===== config.mk =====
export PLATFORM = sky130hd
export DESIGN_NAME = twi_sclk_gen
export DESIGN_NICKNAME = d
export VERILOG_FILES = /design/src/rtl/twi_clk_pkg.sv /design/src/rtl/twi_prescaler.sv /design/src/rtl/twi_phase_timer.sv /design/src/rtl/twi_sclk_gen.sv
export SDC_FILE = /design/constraint.sdc
export NUM_CORES = 1
export LEC_CHECK = 0
export ABC_AREA = 1
export CORE_UTILIZATION = 30
export CTS_CLUSTER_SIZE = 10
export DETAILED_ROUTE_END_ITERATION = 7
export PLACE_DENSITY = 0.49
export SYNTH_ARGS = -nofsm -noshare
export SYNTH_HDL_FRONTEND = slang
export SYNTH_SLANG_ARGS = --single-unit

===== constraint.sdc =====
create_clock -name clk_i -period 2.8 [get_ports clk_i]
set_input_delay 0.42 -clock clk_i [delete_from_list [all_inputs] [get_ports clk_i]]
set_output_delay 0.42 -clock clk_i [all_outputs]
set_load 0.01 [all_outputs]

===== src/rtl/twi_clk_pkg.sv =====
package twi_clk_pkg;
  typedef enum logic {
    PH_LOW  = 1'b0,
    PH_HIGH = 1'b1
  } scl_phase_e;
endpackage


===== src/rtl/twi_prescaler.sv =====
module twi_prescaler #(
  parameter int PRE_W = 7
) (
  input  logic             clk_i,
  input  logic             rst_ni,
  input  logic             en_i,
  input  logic [PRE_W-1:0] div_i,
  output logic             tick_o
);
  logic [PRE_W-1:0] cnt_q;
  logic [PRE_W-1:0] last;

  // zero divides as one
  always_comb last = (div_i == '0) ? '0 : div_i - 1'b1;
  // >= keeps a lowered divider from skipping a wrap
  always_comb tick_o = en_i && (cnt_q >= last);

  always_ff @(posedge clk_i or negedge rst_ni) begin
    if (!rst_ni)              cnt_q <= '0;
    else if (!en_i || tick_o) cnt_q <= '0;
    else                      cnt_q <= cnt_q + 1'b1;
  end

  assert_tick_spacing_R1: assert property (@(posedge clk_i) disable iff (!rst_ni)
    (tick_o && div_i > 1) |=> (!tick_o || div_i != $past(div_i)));

  assert_pre_cleared_R4: assert property (@(posedge clk_i) disable iff (!rst_ni)
    !en_i |=> (cnt_q == '0));
endmodule


===== src/rtl/twi_phase_timer.sv =====
module twi_phase_timer
  import twi_clk_pkg::*;
#(
  parameter int CNT_W = 8
) (
  input  logic             clk_i,
  input  logic             rst_ni,
  input  logic             en_i,
  input  logic             tick_i,
  input  logic [CNT_W-1:0] low_cnt_i,
  input  logic [CNT_W-1:0] high_cnt_i,
  input  logic             scl_sense_i,
  output logic             scl_low_o,
  output logic             mid_low_o,
  output logic             low_end_o,
  output logic             high_end_o
);
  scl_phase_e       phase_q;
  logic [CNT_W-1:0] cnt_q;
  logic [CNT_W-1:0] low_last, high_last, low_half;
  logic             low_tick, high_tick;

  always_comb begin
    low_last  = (low_cnt_i  == '0) ? '0 : low_cnt_i  - 1'b1;
    high_last = (high_cnt_i == '0) ? '0 : high_cnt_i - 1'b1;
    low_half  = low_cnt_i >> 1;
    low_tick  = en_i && tick_i && (phase_q == PH_LOW);
    // high half only advances once the line is really high
    high_tick = en_i && tick_i && (phase_q == PH_HIGH) && scl_sense_i;
    mid_low_o  = low_tick && (cnt_q == low_half);
    low_end_o  = low_tick && (cnt_q >= low_last);
    high_end_o = high_tick && (cnt_q >= high_last);
    scl_low_o  = en_i && (phase_q == PH_LOW);
  end

  always_ff @(posedge clk_i or negedge rst_ni) begin
    if (!rst_ni) begin
      phase_q <= PH_LOW;
      cnt_q   <= '0;
    end else if (!en_i) begin
      phase_q <= PH_LOW;
      cnt_q   <= '0;
    end else if (low_end_o) begin
      phase_q <= PH_HIGH;
      cnt_q   <= '0;
    end else if (high_end_o) begin
      phase_q <= PH_LOW;
      cnt_q   <= '0;
    end else if (low_tick || high_tick) begin
      cnt_q   <= cnt_q + 1'b1;
    end
  end

  assert_cnt_cleared_R4: assert property (@(posedge clk_i) disable iff (!rst_ni)
    !en_i |=> (phase_q == PH_LOW && cnt_q == '0));

  assert_stretch_hold_R5: assert property (@(posedge clk_i) disable iff (!rst_ni)
    (en_i && phase_q == PH_HIGH && !scl_sense_i) |=> (cnt_q == $past(cnt_q) || !en_i));

  assert_low_end_release_R7: assert property (@(posedge clk_i) disable iff (!rst_ni)
    low_end_o |=> !scl_low_o);

  assert_high_end_pull_R8: assert property (@(posedge clk_i) disable iff (!rst_ni)
    high_end_o |=> (scl_low_o || !en_i));

  assert_strobe_excl_R8: assert property (@(posedge clk_i) disable iff (!rst_ni)
    $onehot0({low_end_o, high_end_o}));
endmodule


===== src/rtl/twi_sclk_gen.sv =====
module twi_sclk_gen #(
  parameter int PRE_W = 7,
  parameter int CNT_W = 8
) (
  input  logic               clk_i,
  input  logic               rst_ni,
  input  logic               enable_i,
  input  logic [PRE_W-1:0]   prescale_i,
  input  logic [2*CNT_W-1:0] divider_i,
  input  logic               scl_sense_i,
  output logic               ref_tick_o,
  output logic               scl_low_o,
  output logic               mid_low_o,
  output logic               low_end_o,
  output logic               high_end_o
);
  localparam int DIV_W = 2 * CNT_W;

  logic [CNT_W-1:0] high_cnt, low_cnt;
  assign high_cnt = divider_i[DIV_W-1:CNT_W];
  assign low_cnt  = divider_i[CNT_W-1:0];

  twi_prescaler #(.PRE_W(PRE_W)) u_pre (
    .clk_i  (clk_i),
    .rst_ni (rst_ni),
    .en_i   (enable_i),
    .div_i  (prescale_i),
    .tick_o (ref_tick_o)
  );

  twi_phase_timer #(.CNT_W(CNT_W)) u_phase (
    .clk_i       (clk_i),
    .rst_ni      (rst_ni),
    .en_i        (enable_i),
    .tick_i      (ref_tick_o),
    .low_cnt_i   (low_cnt),
    .high_cnt_i  (high_cnt),
    .scl_sense_i (scl_sense_i),
    .scl_low_o   (scl_low_o),
    .mid_low_o   (mid_low_o),
    .low_end_o   (low_end_o),
    .high_end_o  (high_end_o)
  );

  assert_released_R4: assert property (@(posedge clk_i) disable iff (!rst_ni)
    !enable_i |-> !(scl_low_o || ref_tick_o || mid_low_o || low_end_o || high_end_o));
endmodule


==> impl_metrics.ini, run 1 <==
[finish]
drive_gt1_share_pct = 43.60
area_delta_synth_final_pct = 59.52
nets = 439
n_antenna_cell = 0
fillers = 619
final_area_sq_mm = 0.003146

[setup_path]
critPathKind = primary input to primary output
required_ns = 2.38
cp-start-kind = primary input
end_kind = primary output
crit_fanout = 3
critPathArrivalTime_ns = 2.25

[yosys]
ys_seq_area_share_pct = 20.30
synth_seq_cells = 16
syn_nets = 346
synthCells = 291
ys_types = 32
syn_area_per_cell_sq_um = 6.776
mappedNetlistArea_sq_mm = 0.001972
yosys_warnings = 0

[route]
drc = 0
routed-via-count = 2096
antenna_left = 0
drtIter0Drc = 81
wire_per_inst_microns = 11.49
vias_per_cell = 4.557
wl_microns = 5287
dr.pass1.iters = 4

[job]
cap_violations = 0

[timing]
setup_ws_ns = 0.1275
tns_ns = 0
slew_headroom_pct = 50.84
worst_slew_pin_slew_ns = 0.7350
fin_crit_sh_pct = 95.45
fmaxAchievable_ghz = 0.3742
slew_viol_final = 0
finalHoldViolations = 0
setup-violations-final = 0
fin_crit_ns = 2.673
finClkSkew_ns = 0.004758

[floorplan]
core_area_sq_mm = 0.006350
rows = 29
die-area_sq_mm = 0.006901
start_util_pct = 31.05
die_x_microns = 83.08
die_h_microns = 83.08
io_pins = 32

[placement]
pre_cts_slack_ns = -0.9050
dp_hpwl_microns = 3838
placed_cell_area_sq_mm = 0.002705
place_congestion = 0.8188
port-buffer-count = 31

[power]
ir_worst_vdd_v = 0.0001739
p_comb_share_pct = 34.9
total_leakage_power_nw = 1.659
clkPwrFrac_pct = 30.1
fin_total_pwr_uw = 691.4
power.internal_uw = 483.2
swShare_pct = 30.12
seq_power_share_pct = 35.0
powerDensity_mw_per_mm2 = 219.8
p_switching_uw = 208.3

[clock_network]
clk_path_buf_depth = 2
cts_tree = done
numCtsBuffers = 3
htreeDepth = 1
clk_latency_ns = 0.25
root_buffer = clkbuf_8
cts.sinks = 16
hold_buffers = 0
path_clk_slew_ns = 0.06

[global_route]
grt_pass1_vias = 2051
grt_pass1_wl_microns = 9204
grt_max_degree = 17
antenna_found_initial = 0
overflow = 0
grt_usage_pct = 16.10

[outcome]
status = completed

[worst_hold_path]
hold_path.class = flop to flop
## final timing paths
path                             startpoint                to  slack (ns)  depth (start not counted)
max                            divider_i[7]         low_end_o        0.13                         13
min                          u_pre.cnt_q[0]    u_pre.cnt_q[0]        0.51                          1
min reg2reg                  u_pre.cnt_q[0]    u_pre.cnt_q[0]        0.51                          1
max reg2reg                u_phase.cnt_q[3]  u_phase.cnt_q[2]        0.85                         12
max in group asynchronous            rst_ni    u_pre.cnt_q[6]        1.73                          1
min in group asynchronous            rst_ni  u_phase.cnt_q[6]        0.60                          1
## power groups by stage
stage / combinational (mW) / clock, mW / sequential, mW
CTS: 0.222 / 0.213 / 0.241
detailed placement: 0.201 / 0 / 0.245
global placement: 0.198 / 0 / 0.245
finish: 0.241 / 0.208 / 0.242
global route: 0.273 / 0.224 / 0.243
floorplan: 0.0942 / 0 / 0.243
## kinds of logic after synthesis
family | share of synthesized area (%)
flops | 20.30
xor+xnor | 4.886
compound gates | 10.22
buf+inv | 9.708
simple gates | 37.12
fa+ha+maj | 17.77
## registers in the layout, indices dropped and copies added, names as in the netlist
name and count:
u_phase.cnt_q 8, u_phase.phase_q 1, u_pre.cnt_q 7
## worst max-delay path: stages
cell and delay (ns):
clkdlybuf4s50_1 0.48, inv_1 0.06, nand3_2 0.07, inv_2 0.06, a21oi_1 0.10, o21ai_1 0.09, ha_1 0.30, a21oi_2 0.13
o21a_1 0.19, nand3_2 0.11, nand2_4 0.08, inv_1 0.03, buf_2 0.12
## timing repair
item / CTS / global route
gates resized for setup: 115 / 42
pin swaps: 40 / 40
buffers inserted: 13 / 2
cloned: 0 / 0
endpoints found under the setup margin: 13 / 9
## placed cells by master (no fill, tap or decap), types with 6 or more instances in the layout
cell type  count
inv_1         31
nand2_1       60
buf_2          8
dfrtp_1       16
nand2_4        6
buf_4         55
clkbuf_2       6
a21oi_1        7
nand3_1       14
nor2_1        23
inv_2         16
a21oi_2        8
ha_1          17
nor2_4         6
nor2_2         8
nand2_2        8
xor2_1         8
ha_4          11
## cells in the mapped netlist (all sizes together)
| master | instances | area [sq um] |
|---|---|---|
| or2 | 7 | 43.79 |
| xor2 | 8 | 70.07 |
| a21oi | 16 | 95.10 |
| nand2 | 74 | 315.3 |
| nand3 | 20 | 117.6 |
| o21bai | 2 | 15.01 |
| ha | 28 | 350.3 |
| dfrtp | 16 | 400.4 |
| nor3 | 9 | 55.05 |
| and3 | 1 | 6.260 |
| o22ai | 1 | 6.260 |
| buf | 1 | 11.26 |
| nor2b | 1 | 6.260 |
| o21ai | 9 | 45.04 |
| xnor2 | 3 | 26.28 |
| o21a | 3 | 22.52 |
| nand4 | 3 | 18.77 |
| inv | 48 | 180.2 |
| nor3b | 2 | 15.01 |
| o2111ai | 2 | 17.52 |
| nor2 | 37 | 153.9 |
## through the flow
stage               utilization (%)  hold slack, ns  cells
finish                        49.54          0.5061    460
global route                  49.54          0.5353    460
CTS                           47.43          0.5065    460
detailed placement            42.60          0.4961    443
global placement              42.60          0.4914    443
floorplan                         -          0.1244    291
## routing by layer
layer	up-vias	wire length (microns)	track usage, %
met5	-	0	0
met2	30	2526	26.38
met4	0	29	3.762
li1	1117	-	-
met3	4	116	1.093
met1	945	2614	23.06
## area by class of cell
cell class | count | area (sq um) | share of cell area (%)
clock buffer | 4 | 55.05 | 1.750
inverter | 48 | 182.7 | 5.807
multi-input combinational | 226 | 1713 | 54.45
sequential | 16 | 400.4 | 12.73
tap | 77 | 96.34 | 3.063
timing repair buffer | 89 | 698.2 | 22.20
(Power assumes the default switching activity.)
==> run 2: changes to the inputs <==
- CORE_MARGIN: unset -> 5
==> impl_metrics.ini, run 2 (same netlist as run 1, synthesis figures left out) <==
[route]
routed-via-count = 2071
wl_microns = 5126
wire_per_inst_microns = 11.12
antenna_left = 0
drc = 0
dr.pass1.iters = 4
drtIter0Drc = 39
vias_per_cell = 4.492

[finish]
final_area_sq_mm = 0.003173
drive_gt1_share_pct = 42.71
largest_reg_flops = 8
reg.largest.list = u_phase.cnt_q x8, u_pre.cnt_q x7, u_phase.phase_q x1
seq_area_sq_um = 400.4
layout_commonest_cell = nand2_1
area_delta_synth_final_pct = 60.91
top_register = u_phase.cnt_q
n_antenna_cell = 0
fillers = 637
multi_input_area_sq_mm = 0.001674
mostFrequentLayoutCells = nand2_1 (59), buf_4 (54), inv_1 (29), nor2_1 (23), ha_1 (20)
nets = 440

[global_route]
grt_pass1_wl_microns = 8790
antenna_found_initial = 0
grt_max_degree = 17
grt_usage_pct = 12.41
grt_pass1_vias = 1948
overflow = 0

[timing]
finalHoldViolations = 0
fin_crit_sh_pct = 98.35
rsz0062_at_grt = yes
slew_headroom_pct = 49.12
slew_viol_final = 0
worst_slew_pin_slew_ns = 0.7609
setup-violations-final = 0
fin_crit_ns = 2.754
finClkSkew_ns = 0.003682
fmaxAchievable_ghz = 0.3631

[worst_hold_path]
hold_path.class = flop to flop
hp-start = u_pre.cnt_q[0]
min_path_cells = 1
min_to = u_pre.cnt_q[0]

[setup_path]
slowest_stage = ha_4
r2r_slack_ns = 0.81
crit_fanout = 2
required_ns = 2.38
critPathArrivalTime_ns = 2.33
reg2reg_depth = 9
cp-start-kind = primary input
slowest_delay_ns = 0.23
worst_r2r_startpoint = u_phase.cnt_q[5]
r2r_end = u_phase.cnt_q[2]
crit_chain = clkdlybuf4s15_2 > nor2_4 > nand2_4 > nor3_4 > inv_2 > buf_6 > buf_4 > nand3_2 > o21a_1 > ha_4 > a21oi_2 > o21a_1 > nand3_2 > nor2b_4 > buf_6
critPathKind = primary input to primary output
end_kind = primary output

[clock_network]
root_buffer = clkbuf_8
clk_latency_ns = 0.25
path_clk_slew_ns = 0.06
htreeDepth = 1
clk_path_buf_depth = 2
cts_tree = done
cts.sinks = 16
numCtsBuffers = 3
hold_buffers = 0

[floorplan]
die_h_microns = 91.08
core_area_sq_mm = 0.006386
die-area_sq_mm = 0.008295
start_util_pct = 30.88
die_x_microns = 91.08
rows = 29
io_pins = 32

[power]
p_switching_uw = 202.6
powerDensity_mw_per_mm2 = 216.0
fin_total_pwr_uw = 685.4
clkPwrFrac_pct = 30.1
swShare_pct = 29.56
seq_power_share_pct = 35.1
p_comb_share_pct = 34.8
total_leakage_power_nw = 1.692
power.internal_uw = 482.8
ir_worst_vdd_v = 0.0001833

[placement]
placed_cell_area_sq_mm = 0.002705
place_congestion = 0.8231
dp_hpwl_microns = 4032
port-buffer-count = 31

[job]
cap_violations = 0

[outcome]
status = completed
[run 2: critical path, delay by kind of cell]
family	cells	cell delay, ns
buffers and inverters	5	0.62
adders and majority gates	1	0.23
and+or+nand+nor	6	0.62
AOI/OAI and AO/OA	3	0.45
[run 2: worst max-delay path by stage]
stage	slack [ns]	cells past startpoint	end	from
3_3_place_gp	-0.89	16	high_end_o	divider_i[8]
4_1_cts	0.004	16	low_end_o	divider_i[1]
3_5_place_dp	-0.89	16	high_end_o	divider_i[8]
6_report	0.05	15	high_end_o	divider_i[11]
5_1_grt	-0.05	16	low_end_o	divider_i[2]
2_1_floorplan	0.23	16	mid_low_o	prescale_i[0]
[run 2: final cells by class]
type / count / area share (%)
clock buffers: 4 / 1.735
inverters: 48 / 5.915
multi-input cells: 226 / 52.76
flip-flops and latches: 16 / 12.62
well taps: 77 / 3.036
repair buffers: 90 / 23.94
[run 2: routing by layer]
metal	GRT usage (%)	wire, microns	vias up
li1	-	-	1120
met1	18.33	2614	923
met2	19.23	2289	26
met3	2.149	185	2
met4	1.834	36	0
met5	0	0	-
[run 2: timing repair]
action | 4_1_cts | 5_1_grt
setup endpoints to repair | 13 | 11
pin swaps | 35 | 39
gates resized for setup | 108 | 52
hold endpoints to repair | 0 | 0
setup buffers | 11 | 3
[run 2: power by group through the flow]
stage          clock [mW]  combinational [mW]  sequential, mW
2_1_floorplan           0              0.0942           0.243
4_1_cts             0.214               0.221           0.241
6_report            0.207               0.238           0.240
5_1_grt             0.225               0.270           0.241
3_5_place_dp            0               0.201           0.245
3_3_place_gp            0               0.200           0.245
[run 2: stage by stage]
| stage | util, % | hold WS, ns | setup WS [ns] | TNS, ns | instances |
|---|---|---|---|---|---|
| 2_1_floorplan | - | 0.1244 | 0.2312 | 0 | 291 |
| 6_report | 49.69 | 0.5050 | 0.04627 | 0 | 461 |
| 3_3_place_gp | 42.36 | 0.4889 | -0.8912 | -7.519 | 443 |
| 3_5_place_dp | 42.36 | 0.5016 | -0.8872 | -7.685 | 443 |
| 5_1_grt | 49.69 | 0.5358 | -0.05008 | -0.08691 | 461 |
| 4_1_cts | 46.96 | 0.5095 | 0.004365 | 0 | 458 |
